$ cat src/rtl/supmon_pkg.sv
package supmon_pkg;
  localparam int ADDR_W = 6;
  localparam int DATA_W = 16;

  localparam logic [ADDR_W-1:0] A_OVL  = 6'h00;
  localparam logic [ADDR_W-1:0] A_UVL  = 6'h08;
  localparam logic [ADDR_W-1:0] A_CFG  = 6'h10;
  localparam logic [ADDR_W-1:0] A_CTL  = 6'h18;
  localparam logic [ADDR_W-1:0] A_TMO  = 6'h19;
  localparam logic [ADDR_W-1:0] A_POL  = 6'h1A;
  localparam logic [ADDR_W-1:0] A_GPM  = 6'h20;
  localparam logic [ADDR_W-1:0] A_FLT  = 6'h28;
  localparam logic [ADDR_W-1:0] A_RES  = 6'h30;

  function automatic logic above_limit(input logic [DATA_W-1:0] val,
                                       input logic [DATA_W-1:0] lim);
    return val > lim;
  endfunction

  function automatic logic below_limit(input logic [DATA_W-1:0] val,
                                       input logic [DATA_W-1:0] lim);
    return val < lim;
  endfunction

  function automatic int unsigned next_slot(input int unsigned cur,
                                            input int unsigned n);
    return (cur + 1 >= n) ? 0 : cur + 1;
  endfunction
endpackage

$ cat src/rtl/supmon_boot.sv
module supmon_boot #(
  parameter int BOOT_CYCLES = 64
) (
  input  logic clk,
  input  logic rst_n,
  output logic booting
);
  localparam int BW = $clog2(BOOT_CYCLES + 1) + 1;

  logic [BW-1:0] cnt_q;

  always_ff @(posedge clk or negedge rst_n) begin
    if (!rst_n) cnt_q <= '0;
    else if (cnt_q != BW'(BOOT_CYCLES)) cnt_q <= cnt_q + 1'b1;
  end

  assign booting = (cnt_q != BW'(BOOT_CYCLES));

  // once over, the boot window never returns
  p_boot_once_r6: assert property (@(posedge clk) disable iff (!rst_n)
    !booting |=> !booting);
endmodule

$ cat src/rtl/supmon_regs.sv
module supmon_regs
  import supmon_pkg::*;
#(
  parameter int NCH = 6,
  parameter int RW  = 10,
  parameter int NG  = 2,
  parameter int TW  = 16,
  localparam int FW = 2 * NCH
) (
  input  logic                       clk,
  input  logic                       rst_n,
  input  logic                       booting,
  input  logic                       wr_en,
  input  logic [ADDR_W-1:0]          wr_addr,
  input  logic [DATA_W-1:0]          wr_data,
  input  logic [ADDR_W-1:0]          rd_addr,
  output logic [DATA_W-1:0]          rd_data,
  input  logic [NCH-1:0][RW-1:0]     res_all,
  input  logic [FW-1:0]              flt,
  output logic [NCH-1:0][RW-1:0]     ov_lim,
  output logic [NCH-1:0][RW-1:0]     uv_lim,
  output logic [NCH-1:0]             fault_en,
  output logic                       sw_en,
  output logic [TW-1:0]              tmo,
  output logic                       pol,
  output logic [NG-1:0][FW-1:0]      gpio_mask,
  output logic [FW-1:0]              clr_vec
);
  logic wr_ok;
  assign wr_ok = wr_en && !booting;

  always_ff @(posedge clk or negedge rst_n) begin
    if (!rst_n) begin
      ov_lim    <= '0;
      uv_lim    <= '0;
      fault_en  <= '0;
      sw_en     <= 1'b0;
      tmo       <= '0;
      pol       <= 1'b0;
      gpio_mask <= '0;
    end else if (wr_ok) begin
      for (int i = 0; i < NCH; i++) begin
        if (wr_addr == A_OVL + ADDR_W'(i)) ov_lim[i]   <= wr_data[RW-1:0];
        if (wr_addr == A_UVL + ADDR_W'(i)) uv_lim[i]   <= wr_data[RW-1:0];
        if (wr_addr == A_CFG + ADDR_W'(i)) fault_en[i] <= wr_data[0];
      end
      for (int g = 0; g < NG; g++) begin
        if (wr_addr == A_GPM + ADDR_W'(g)) gpio_mask[g] <= wr_data[FW-1:0];
      end
      if (wr_addr == A_CTL) sw_en <= wr_data[0];
      if (wr_addr == A_TMO) tmo   <= wr_data[TW-1:0];
      if (wr_addr == A_POL) pol   <= wr_data[0];
    end
  end

  assign clr_vec = (wr_ok && wr_addr == A_FLT) ? wr_data[FW-1:0] : '0;

  always_comb begin
    rd_data = '0;
    for (int i = 0; i < NCH; i++) begin
      if (rd_addr == A_OVL + ADDR_W'(i)) rd_data = DATA_W'(ov_lim[i]);
      if (rd_addr == A_UVL + ADDR_W'(i)) rd_data = DATA_W'(uv_lim[i]);
      if (rd_addr == A_CFG + ADDR_W'(i)) rd_data = DATA_W'(fault_en[i]);
      if (rd_addr == A_RES + ADDR_W'(i)) rd_data = DATA_W'(res_all[i]);
    end
    for (int g = 0; g < NG; g++) begin
      if (rd_addr == A_GPM + ADDR_W'(g)) rd_data = DATA_W'(gpio_mask[g]);
    end
    if (rd_addr == A_CTL) rd_data = DATA_W'(sw_en);
    if (rd_addr == A_TMO) rd_data = DATA_W'(tmo);
    if (rd_addr == A_POL) rd_data = DATA_W'(pol);
    if (rd_addr == A_FLT) rd_data = DATA_W'(flt);
  end

  // registers keep their reset value for the whole boot window
  p_boot_locked_r6: assert property (@(posedge clk) disable iff (!rst_n)
    booting |-> (sw_en == 1'b0 && tmo == '0 && fault_en == '0 && pol == 1'b0));
  // no clear strobe can leave during boot
  p_no_clear_in_boot_r4: assert property (@(posedge clk) disable iff (!rst_n)
    booting |-> clr_vec == '0);
endmodule

$ cat src/rtl/supmon_chan.sv
module supmon_chan
  import supmon_pkg::*;
#(
  parameter int RW = 10
) (
  input  logic          clk,
  input  logic          rst_n,
  input  logic          cap_en,
  input  logic [RW-1:0] cap_data,
  input  logic [RW-1:0] ov_lim,
  input  logic [RW-1:0] uv_lim,
  input  logic          fault_en,
  input  logic          clr_ov,
  input  logic          clr_uv,
  output logic [RW-1:0] res_q,
  output logic          ov_flag,
  output logic          uv_flag,
  output logic          in_range
);
  logic cmp_pend;
  logic ov_hit, uv_hit;
  logic set_ov, set_uv;

  always_ff @(posedge clk or negedge rst_n) begin
    if (!rst_n) begin
      res_q    <= '0;
      cmp_pend <= 1'b0;
    end else begin
      cmp_pend <= cap_en;
      if (cap_en) res_q <= cap_data;
    end
  end

  assign ov_hit = cmp_pend && above_limit(DATA_W'(res_q), DATA_W'(ov_lim));
  assign uv_hit = cmp_pend && below_limit(DATA_W'(res_q), DATA_W'(uv_lim));
  assign set_ov = ov_hit && fault_en;
  assign set_uv = uv_hit && fault_en;

  always_ff @(posedge clk or negedge rst_n) begin
    if (!rst_n) begin
      ov_flag  <= 1'b0;
      uv_flag  <= 1'b0;
      in_range <= 1'b0;
    end else begin
      if (set_ov) ov_flag <= 1'b1;
      else if (clr_ov) ov_flag <= 1'b0;
      if (set_uv) uv_flag <= 1'b1;
      else if (clr_uv) uv_flag <= 1'b0;
      if (cmp_pend) in_range <= !(ov_hit || uv_hit);
    end
  end

  // a flag only rises on a channel whose fault enable was set
  p_ov_needs_en_r3: assert property (@(posedge clk) disable iff (!rst_n)
    $rose(ov_flag) |-> $past(fault_en));
  p_uv_needs_en_r3: assert property (@(posedge clk) disable iff (!rst_n)
    $rose(uv_flag) |-> $past(fault_en));
  // without a clear request a set flag stays set
  p_ov_sticky_r4: assert property (@(posedge clk) disable iff (!rst_n)
    ov_flag && !clr_ov |=> ov_flag);
  // a result cannot be both above the over-limit and below the under-limit when limits are ordered
  p_excl_r2: assert property (@(posedge clk) disable iff (!rst_n)
    (uv_lim <= ov_lim) |-> !(ov_hit && uv_hit));
  // a flagged violation updates the in-range view on the next edge
  p_range_drop_r2: assert property (@(posedge clk) disable iff (!rst_n)
    (ov_hit || uv_hit) |=> !in_range);
endmodule

$ cat src/rtl/supmon_rstgen.sv
module supmon_rstgen #(
  parameter int TW = 16
) (
  input  logic          clk,
  input  logic          rst_n,
  input  logic          booting,
  input  logic          all_ok,
  input  logic [TW-1:0] tmo,
  input  logic          pol,
  output logic          rst_act,
  output logic          rst_out
);
  logic [TW-1:0] cnt_q;
  logic          expired;

  always_ff @(posedge clk or negedge rst_n) begin
    if (!rst_n) cnt_q <= '0;
    else if (booting || !all_ok) cnt_q <= '0;
    else if (cnt_q < tmo) cnt_q <= cnt_q + 1'b1;
  end

  assign expired = !booting && all_ok && (cnt_q >= tmo);
  assign rst_act = !expired;
  assign rst_out = booting ? 1'b0 : (pol ? rst_act : !rst_act);

  // output low for the whole boot window
  p_boot_low_r7: assert property (@(posedge clk) disable iff (!rst_n)
    booting |-> !rst_out);
  // a release with a nonzero timeout needs all channels good on the previous cycle
  p_release_after_ok_r8: assert property (@(posedge clk) disable iff (!rst_n)
    (!rst_act && tmo != '0 && $stable(tmo)) |-> $past(all_ok));
  // any channel out of range keeps the reset asserted
  p_hold_bad_r8: assert property (@(posedge clk) disable iff (!rst_n)
    !all_ok |-> rst_act);
endmodule

$ cat src/rtl/supmon_top.sv
module supmon_top
  import supmon_pkg::*;
#(
  parameter int NCH         = 6,
  parameter int RW          = 10,
  parameter int NG          = 2,
  parameter int TW          = 16,
  parameter int BOOT_CYCLES = 64,
  localparam int CW = (NCH > 1) ? $clog2(NCH) : 1,
  localparam int FW = 2 * NCH
) (
  input  logic              clk,
  input  logic              rst_n,
  input  logic              en_pin,
  input  logic              conv_valid,
  input  logic [RW-1:0]     conv_data,
  output logic [CW-1:0]     conv_sel,
  input  logic              reg_wr_en,
  input  logic [ADDR_W-1:0] reg_wr_addr,
  input  logic [DATA_W-1:0] reg_wr_data,
  input  logic [ADDR_W-1:0] reg_rd_addr,
  output logic [DATA_W-1:0] reg_rd_data,
  output logic              booting,
  output logic [FW-1:0]     fault_vec,
  output logic              rst_out,
  output logic [NG-1:0]     gpio_out,
  output logic [NG-1:0]     gpio_oe
);
  logic [NCH-1:0][RW-1:0] ov_lim, uv_lim, res_all;
  logic [NCH-1:0]         fault_en, cap_en, ov_flag, uv_flag, in_range;
  logic                   sw_en, pol, rst_act, mon_active, all_ok;
  logic [TW-1:0]          tmo;
  logic [NG-1:0][FW-1:0]  gpio_mask;
  logic [FW-1:0]          clr_vec;
  logic [CW-1:0]          ptr_q;

  supmon_boot #(.BOOT_CYCLES(BOOT_CYCLES)) u_boot (
    .clk(clk), .rst_n(rst_n), .booting(booting));

  supmon_regs #(.NCH(NCH), .RW(RW), .NG(NG), .TW(TW)) u_regs (
    .clk(clk), .rst_n(rst_n), .booting(booting),
    .wr_en(reg_wr_en), .wr_addr(reg_wr_addr), .wr_data(reg_wr_data),
    .rd_addr(reg_rd_addr), .rd_data(reg_rd_data),
    .res_all(res_all), .flt(fault_vec),
    .ov_lim(ov_lim), .uv_lim(uv_lim), .fault_en(fault_en),
    .sw_en(sw_en), .tmo(tmo), .pol(pol), .gpio_mask(gpio_mask),
    .clr_vec(clr_vec));

  assign mon_active = !booting && en_pin && sw_en;

  always_ff @(posedge clk or negedge rst_n) begin
    if (!rst_n) ptr_q <= '0;
    else if (!mon_active) ptr_q <= '0;
    else if (conv_valid) ptr_q <= CW'(next_slot(int'(ptr_q), NCH));
  end
  assign conv_sel = ptr_q;

  for (genvar c = 0; c < NCH; c++) begin : g_chan
    assign cap_en[c] = mon_active && conv_valid && (ptr_q == CW'(c));
    supmon_chan #(.RW(RW)) u_chan (
      .clk(clk), .rst_n(rst_n),
      .cap_en(cap_en[c]), .cap_data(conv_data),
      .ov_lim(ov_lim[c]), .uv_lim(uv_lim[c]), .fault_en(fault_en[c]),
      .clr_ov(clr_vec[c]), .clr_uv(clr_vec[NCH + c]),
      .res_q(res_all[c]), .ov_flag(ov_flag[c]), .uv_flag(uv_flag[c]),
      .in_range(in_range[c]));
  end

  assign fault_vec = {uv_flag, ov_flag};
  assign all_ok    = &in_range;

  supmon_rstgen #(.TW(TW)) u_rst (
    .clk(clk), .rst_n(rst_n), .booting(booting), .all_ok(all_ok),
    .tmo(tmo), .pol(pol), .rst_act(rst_act), .rst_out(rst_out));

  for (genvar g = 0; g < NG; g++) begin : g_gpio
    assign gpio_out[g] = !booting && |(fault_vec & gpio_mask[g]);
    assign gpio_oe[g]  = !booting;
  end

  // one accepted result advances the scan by exactly one slot
  p_scan_step_r1: assert property (@(posedge clk) disable iff (!rst_n)
    mon_active && conv_valid |=> conv_sel == CW'(next_slot(int'($past(ptr_q)), NCH)));
  // at most one channel captures per cycle
  p_one_capture_r1: assert property (@(posedge clk) disable iff (!rst_n)
    $onehot0(cap_en));
  // nothing is captured while monitoring is off
  p_idle_no_cap_r5: assert property (@(posedge clk) disable iff (!rst_n)
    !(en_pin && sw_en) |-> cap_en == '0);
  // indicators undriven during boot
  p_gpio_hiz_r9: assert property (@(posedge clk) disable iff (!rst_n)
    booting |-> (gpio_oe == '0 && gpio_out == '0));
  // no fault can be recorded during boot
  p_boot_masked_r6: assert property (@(posedge clk) disable iff (!rst_n)
    booting |-> fault_vec == '0);
endmodule

$ cat config.mk
export PLATFORM = sky130hd
export DESIGN_NAME = supmon_top
export DESIGN_NICKNAME = d
export VERILOG_FILES = /design/src/rtl/supmon_pkg.sv /design/src/rtl/supmon_boot.sv /design/src/rtl/supmon_regs.sv /design/src/rtl/supmon_chan.sv /design/src/rtl/supmon_rstgen.sv /design/src/rtl/supmon_top.sv
export SDC_FILE = /design/constraint.sdc
export NUM_CORES = 1
export LEC_CHECK = 0
export BUFFER_PORTS_ARGS = -buffer_cell sky130_fd_sc_hd__buf_2
export CELL_PAD_IN_SITES_DETAIL_PLACEMENT = 1
export CELL_PAD_IN_SITES_GLOBAL_PLACEMENT = 1
export CORE_MARGIN = 3
export CORE_UTILIZATION = 55
export CTS_BUF_LIST = sky130_fd_sc_hd__clkbuf_2
export DETAILED_ROUTE_END_ITERATION = 10
export PLACE_DENSITY_LB_ADDON = 0.3
export SLEW_MARGIN = 15
export SYNTH_ARGS = -nofsm -noshare
export SYNTH_HDL_FRONTEND = slang
export SYNTH_SLANG_ARGS = --single-unit
$ cat constraint.sdc
create_clock -name clk -period 7.3 [get_ports clk]
set_clock_uncertainty 0.1 [all_clocks]
set_input_delay 1.46 -clock clk [delete_from_list [all_inputs] [get_ports clk]]
set_output_delay 1.46 -clock clk [all_outputs]
set_load 0.01 [all_outputs]
==> impl_metrics.json, run 1 <==
{
  "dieWidth_um": 179,
  "final-hold-violation-count": 0,
  "setup_viol": 0,
  "drt-total-wl_mm": 59.3,
  "crit-reg2reg-launch": "u_boot.cnt_q[0]$_DFFE_PN0N_",
  "ir_drop_mv": 0.100,
  "fin_nets": 1854,
  "powerDensity_nw_per_um2": 162,
  "overflow": 0,
  "tightest_slew_ns": 1.22,
  "cp_num_buf_inv": 2,
  "clock-root-buffer": "clkbuf_2",
  "finalSetupTns_ns": 0,
  "synth_nets": 1762,
  "crit_type": "input port to output pin",
  "status": "finished clean",
  "crit_start": "reg_rd_addr[4]",
  "fin_hold_ws_ns": 0.400,
  "dieArea_um2": 32000,
  "syn_area_um2": 16500,
  "clk_pin_slew_ns": 0.10,
  "slew_violations": 0,
  "synth_edf_count": 0,
  "drt_iter0_markers": 1367,
  "synth.avg_cell_area_um2": 10.4,
  "mostFrequentLayoutCells": "279 x dfrtp_1, 153 x inv_1, 138 x ha_1",
  "grt_pass1_wl_mm": 89.2,
  "numPortBuffers": 79,
  "worstPathRequired_ns": 5.74,
  "clock_latency_ns": 0.97,
  "min_path_type": "register to register",
  "place_hpwl_mm": 43.6,
  "fin_crit_ns": 5.90,
  "synth_cell_types": 68,
  "postCtsSetupBuffers": 0,
  "gp_congestion": 0.975,
  "slew_headroom_pct": 18.6,
  "leakage_nw": 8.84,
  "cts_max_level": 3,
  "period_share_pct": 80.9,
  "synth_top_area_share_pct": 42.4,
  "grt_usage_pct": 37.8,
  "ys_ff_latch": 279,
  "timing.hold.worst.start": "u_regs.uv_lim[38]$_DFFE_PN0P_",
  "core_area_um2": 29100,
  "grt_max_degree": 154,
  "synthArstFlopShare_pct": 100,
  "grt_setup_unrepaired": "no",
  "synth_area_leaders": "dfrtp_1 42%, ha_1 10%, mux2_1 7.7%, mux2_2 6.0%, inv_1 3.5%",
  "cts_tree": "built",
  "syn2layout_area_growth_pct": 7.97,
  "ys_warn_count": 0,
  "postCtsHoldBufs": 0,
  "clk_path_buf_depth": 3,
  "cp_max_fo": 19,
  "clkSinkCount": 279,
  "crit_path_cell_trace": "buf_2 -> or4b_4 -> nor2_1 -> a221oi_1 -> a2111oi_0 -> nor4_1 -> a21oi_1 -> buf_2",
  "rows": 62,
  "worst_path_max_delay_cell": "nor2_1",
  "vias_per_cell": 6.64,
  "via_count": 14000,
  "max_stage_delay_ns": 0.92,
  "crit_top_cell": "buf_2",
  "ys_seq_area_share_pct": 42.4,
  "num_io_pins": 80,
  "fmax_mhz": 169,
  "syn_inst": 1581,
  "drc": 0,
  "start_util_pct": 56.6,
  "wl_per_cell_um": 28.1,
  "post_cts_resized": 0,
  "start_kind": "input port",
  "maxCapViolCount": 0,
  "drive_gt1_share_pct": 18.4,
  "grt_antenna_before_repair": 5,
  "end_kind": "output pin",
  "synth_ff_type": "dfrtp_1",
  "dieHeight_um": 179,
  "ant_nets": 0,
  "synth_top_area_cell": "dfrtp_1",
  "cts-buffers-inserted": 77,
  "mostFrequentLayoutCell": "dfrtp_1",
  "firstDrtPassIters": 5,
  "first_global_vias": 14600,
  "path_delay_family": "simple AND/OR/NAND/NOR gates",
  "worst_ep_arrival_time_ns": 4.34
}
==> synthesized netlist by cell type, drive strengths merged, types with 18 or more instances <==
library cell and number:
ha 138, buf 29, a221oi 36, a21o 22, o21ai 91, a22oi 31, nand3 38, nor2 67
a22o 29, mux2 201, nand4 29, nor2b 21, nand2 110, dfrtp 279, and3 18, a21oi 49
clkbuf 45, inv 154
==> kinds of logic after synthesis <==
group	share of synthesized area, %
mux	14.1
flops	42.4
compound gates	14.6
buf+inv	5.69
xor+xnor	1.22
fa+ha+maj	10.5
simple gates	11.5
==> sequential cells by signal (all words and copies together) (netlist names), 8 cells and up <==
name                 cells
u_rst.cnt_q             16
u_boot.cnt_q             8
u_regs.ov_lim           60
u_regs.tmo              16
g_chan.u_chan.res_q     60
u_regs.uv_lim           60
u_regs.gpio_mask        24
==> cell type report <==
cell class	instances	area, um2
fill	3250	11300
timing repair buffer	87	478
sequential	279	6980
tap	384	480
antenna	3	7.51
clock inverter	19	133
multi-input combinational	1074	8550
inverter	154	578
clock buffer	113	566
==> layer usage <==
metal	GRT usage (%)	vias to the layer above	part of all wire, %
met5	0	-	0.052
met3	8.94	191	9.5
li1	-	5979	-
met1	50.8	7110	41
met4	21.2	4	6.3
met2	56.3	743	43
==> where the power goes <==
part | switching, W | leakage (nW) | internal [W] | total, W
Clock | 0.000704 | 0.531 | 0.000481 | 0.00119
Sequential | 0 | 3.71 | 0.00154 | 0.00154
Combinational | 0.000117 | 4.60 | 0.0000285 | 0.000146
==> final timing paths <==
| check | to | slack (ns) | cells after the start |
|---|---|---|---|
| worst max-delay path | reg_rd_data[2] | 1.40 | 8 |
| worst min-delay path | u_regs.uv_lim[38]$_DFFE_PN0P_ | 0.40 | 1 |
| worst max register to register | u_regs.tmo[2]$_DFFE_PN0P_ | 3.58 | 10 |
| max in group asynchronous | u_regs.tmo[6]$_DFFE_PN0P_ | 5.24 | 2 |
| min in group asynchronous | u_regs.uv_lim[23]$_DFFE_PN0P_ | 0.44 | 1 |
| worst min register to register | u_regs.uv_lim[38]$_DFFE_PN0P_ | 0.40 | 1 |
==> worst register-to-register path: stages, from the launching register on <==
cell     delay [ns]
dfrtp_1        0.43
inv_1          0.10
ha_1           0.14
nor4b_2        0.22
nand3_2        0.32
inv_2          0.30
nand2_1        0.13
nor3b_2        0.59
and3_1         1.03
nand2_1        0.18
o21ai_1        0.12
==> metrics by stage <==
stage	worst slack [ns]	cells	power, W	utilization (%)	cell area (um2)
CTS	1.49	2110	0.00288	61.1	17800
detailed placement	1.46	1978	0.00172	58.7	17100
global placement	1.54	1978	0.00172	58.7	17100
global route	1.28	2112	0.00298	61.1	17800
finish	1.40	2113	0.00288	61.1	17800
floorplan	2.37	1581	0.00162	-	16500
Note: power is estimated with default switching activity, not from simulation.
==> inputs of run 2 (changes only) <==
--- a/config.mk
+++ b/config.mk
@@ -9,7 +9,7 @@
 export CELL_PAD_IN_SITES_DETAIL_PLACEMENT = 1
 export CELL_PAD_IN_SITES_GLOBAL_PLACEMENT = 1
 export CORE_MARGIN = 3
-export CORE_UTILIZATION = 55
+export CORE_UTILIZATION = 46
 export CTS_BUF_LIST = sky130_fd_sc_hd__clkbuf_2
 export DETAILED_ROUTE_END_ITERATION = 10
 export PLACE_DENSITY_LB_ADDON = 0.3
==> constraint.sdc (replaced) <==
create_clock -name clk -period 4.98 [get_ports clk]
set_clock_uncertainty 0.1 [all_clocks]
set_input_delay 0.996 -clock clk [delete_from_list [all_inputs] [get_ports clk]]
set_output_delay 0.996 -clock clk [all_outputs]
set_load 0.01 [all_outputs]
==> run 2 against run 1 <==
Effect of this change: combinational power increased by 52%; wire length is 0.20% lower; non-clock buffer count is 20 higher; worst hold slack got worse by 0.25 ns; first-iteration DRC count is 13% lower; power grew 42%; setup slack got worse by 1.0 ns; via count is 2.6% lower; clock-buffer cell count is 2 lower; critical path depth increased by 3; cell count rose by 4.2%; critical endpoint is now reg_rd_data[4]; largest cell class unchanged.
==> impl_metrics.json, run 2 (synthesis gave the netlist of run 1 again) <==
{
  "clock-root-buffer": "clkbuf_2",
  "firstDrtPassIters": 5,
  "cts_max_level": 3,
  "clkPwrFrac_pct": 39.1,
  "dieArea_um2": 38100,
  "crit-reg2reg-launch": "u_boot.cnt_q[0]$_DFFE_PN0N_",
  "clkSinkCount": 279,
  "holdPathEnd": "u_regs.tmo[14]$_DFFE_PN0P_",
  "mostFrequentLayoutCell": "dfrtp_1",
  "dieHeight_um": 195,
  "worstPathRequired_ns": 3.88,
  "final-hold-violation-count": 0,
  "ff2ff_path_depth": 10,
  "gp_congestion": 0.987,
  "multi_input_area_um2": 8550,
  "cp_max_fo": 18,
  "slew_headroom_pct": 20.6,
  "grt_pass1_wl_mm": 88.4,
  "clock_latency_ns": 0.96,
  "mostFrequentLayoutCells": "279 x dfrtp_1, 153 x inv_1, 138 x ha_1",
  "tightest_slew_ns": 1.18,
  "postCtsHoldBufs": 1,
  "leakage_nw": 8.91,
  "slew_violations": 0,
  "fmax_mhz": 218,
  "dieWidth_um": 195,
  "r2r_end": "u_regs.tmo[11]$_DFFE_PN0P_",
  "clk_path_buf_depth": 3,
  "grt_max_degree": 98,
  "regArea_um2": 6980,
  "timing.hold.worst.start": "reg_wr_data[14]",
  "fin_area_um2": 18000,
  "maxCapViolCount": 0,
  "whs_path_depth": 3,
  "switching_share_pct": 28.9,
  "overflow": 0,
  "grt_antenna_before_repair": 4,
  "drc": 0,
  "status": "finished clean",
  "place_inst": 2068,
  "cts-buffers-inserted": 77,
  "reg2reg_slack_ns": 1.50,
  "min_path_type": "input port to register",
  "numPortBuffers": 79,
  "start_kind": "input port",
  "place_hpwl_mm": 44.2,
  "drt_iter0_markers": 1188,
  "grt_usage_pct": 30.8,
  "post_cts_resized": 0,
  "clk_pin_slew_ns": 0.09,
  "period_share_pct": 92.3,
  "nFillCells": 3946,
  "p_seq_share_pct": 55.4,
  "drive_gt1_share_pct": 19.2,
  "placed_cell_area_um2": 17300,
  "crit_type": "input port to output pin",
  "ir_drop_mv": 0.142,
  "combPwrFrac_pct": 5.4,
  "finalSetupTns_ns": 0,
  "via_count": 13700,
  "top_regs": "g_chan.u_chan.res_q x60, u_regs.ov_lim x60, u_regs.uv_lim x60",
  "end_kind": "output pin",
  "fin_crit_ns": 4.60,
  "powerDensity_nw_per_um2": 227,
  "grt_setup_unrepaired": "no",
  "wl_per_cell_um": 26.9,
  "cts_tree": "built",
  "p_int_w": 0.00290,
  "syn2layout_area_growth_pct": 9.13,
  "ant_nets": 0,
  "core_area_um2": 34900,
  "postCtsSetupBuffers": 0,
  "drt-total-wl_mm": 59.2,
  "worst_ep_arrival_time_ns": 3.50,
  "first_global_vias": 14300,
  "layout.cells.non_filler": 2201,
  "vias_per_cell": 6.20,
  "start_util_pct": 47.2,
  "p_switching_w": 0.00118,
  "fin_nets": 1874,
  "setup_viol": 0,
  "num_io_pins": 80,
  "rows": 68
}
-- run 2: how the worst max path moves through the flow --
stage,startpoint,end,cells after the start
after floorplan,reg_rd_addr[5],reg_rd_data[0],9
after global placement,reg_rd_addr[4],reg_rd_data[3],11
after detailed placement,reg_rd_addr[4],reg_rd_data[4],11
after CTS,reg_rd_addr[4],reg_rd_data[4],11
after global routing,u_regs.tmo[9]$_DFFE_PN0P_,rst_out,11
final,reg_rd_addr[4],reg_rd_data[4],11
-- run 2: stage by stage --
step           power (W)  hold WS (ns)  utilization (%)  setup slack, ns
2_1_floorplan    0.00238         0.358                -            0.983
3_3_place_gp     0.00252         0.370             49.6            0.510
3_5_place_dp     0.00253         0.381             49.6            0.406
4_1_cts          0.00413        0.0483             51.5            0.386
5_1_grt          0.00426        0.0750             51.5            0.182
6_report         0.00408         0.151             51.5            0.384
-- run 2: layout make-up --
type | count | share of cell area (%)
Sequential cell | 279 | 38.9
Timing Repair Buffer | 107 | 3.58
Multi-Input combinational cell | 1074 | 47.6
Clock buffer | 111 | 3.09
Tap cell | 455 | 3.17
Inverter | 154 | 3.22
Antenna cell | 5 | 0.0697
Clock inverter | 16 | 0.418
-- run 2: critical path, stage by stage --
cell	delay, ns
buf_2	0.21
nor2_1	0.49
nand2_1	0.19
nor2_1	0.14
buf_4	0.18
a221oi_1	0.10
a2111oi_0	0.54
buf_4	0.22
nor4_1	0.04
a21oi_1	0.20
buf_2	0.17
-- run 2: power groups by stage --
stage	clock, W	sequential [W]	combinational [W]
floorplan	0	0.00231	0.0000696
global placement	0	0.00231	0.000216
detailed placement	0	0.00231	0.000220
CTS	0.00165	0.00226	0.000221
global route	0.00176	0.00226	0.000237
finish	0.00160	0.00226	0.000222
-- run 2: metal layers --
layer	GRT usage [%]	vias up	wire, um
met5	0	-	0
met4	11.2	0	1990
met3	8.45	122	4820
met2	47.2	535	26500
met1	42.0	7004	25900
li1	-	5995	-
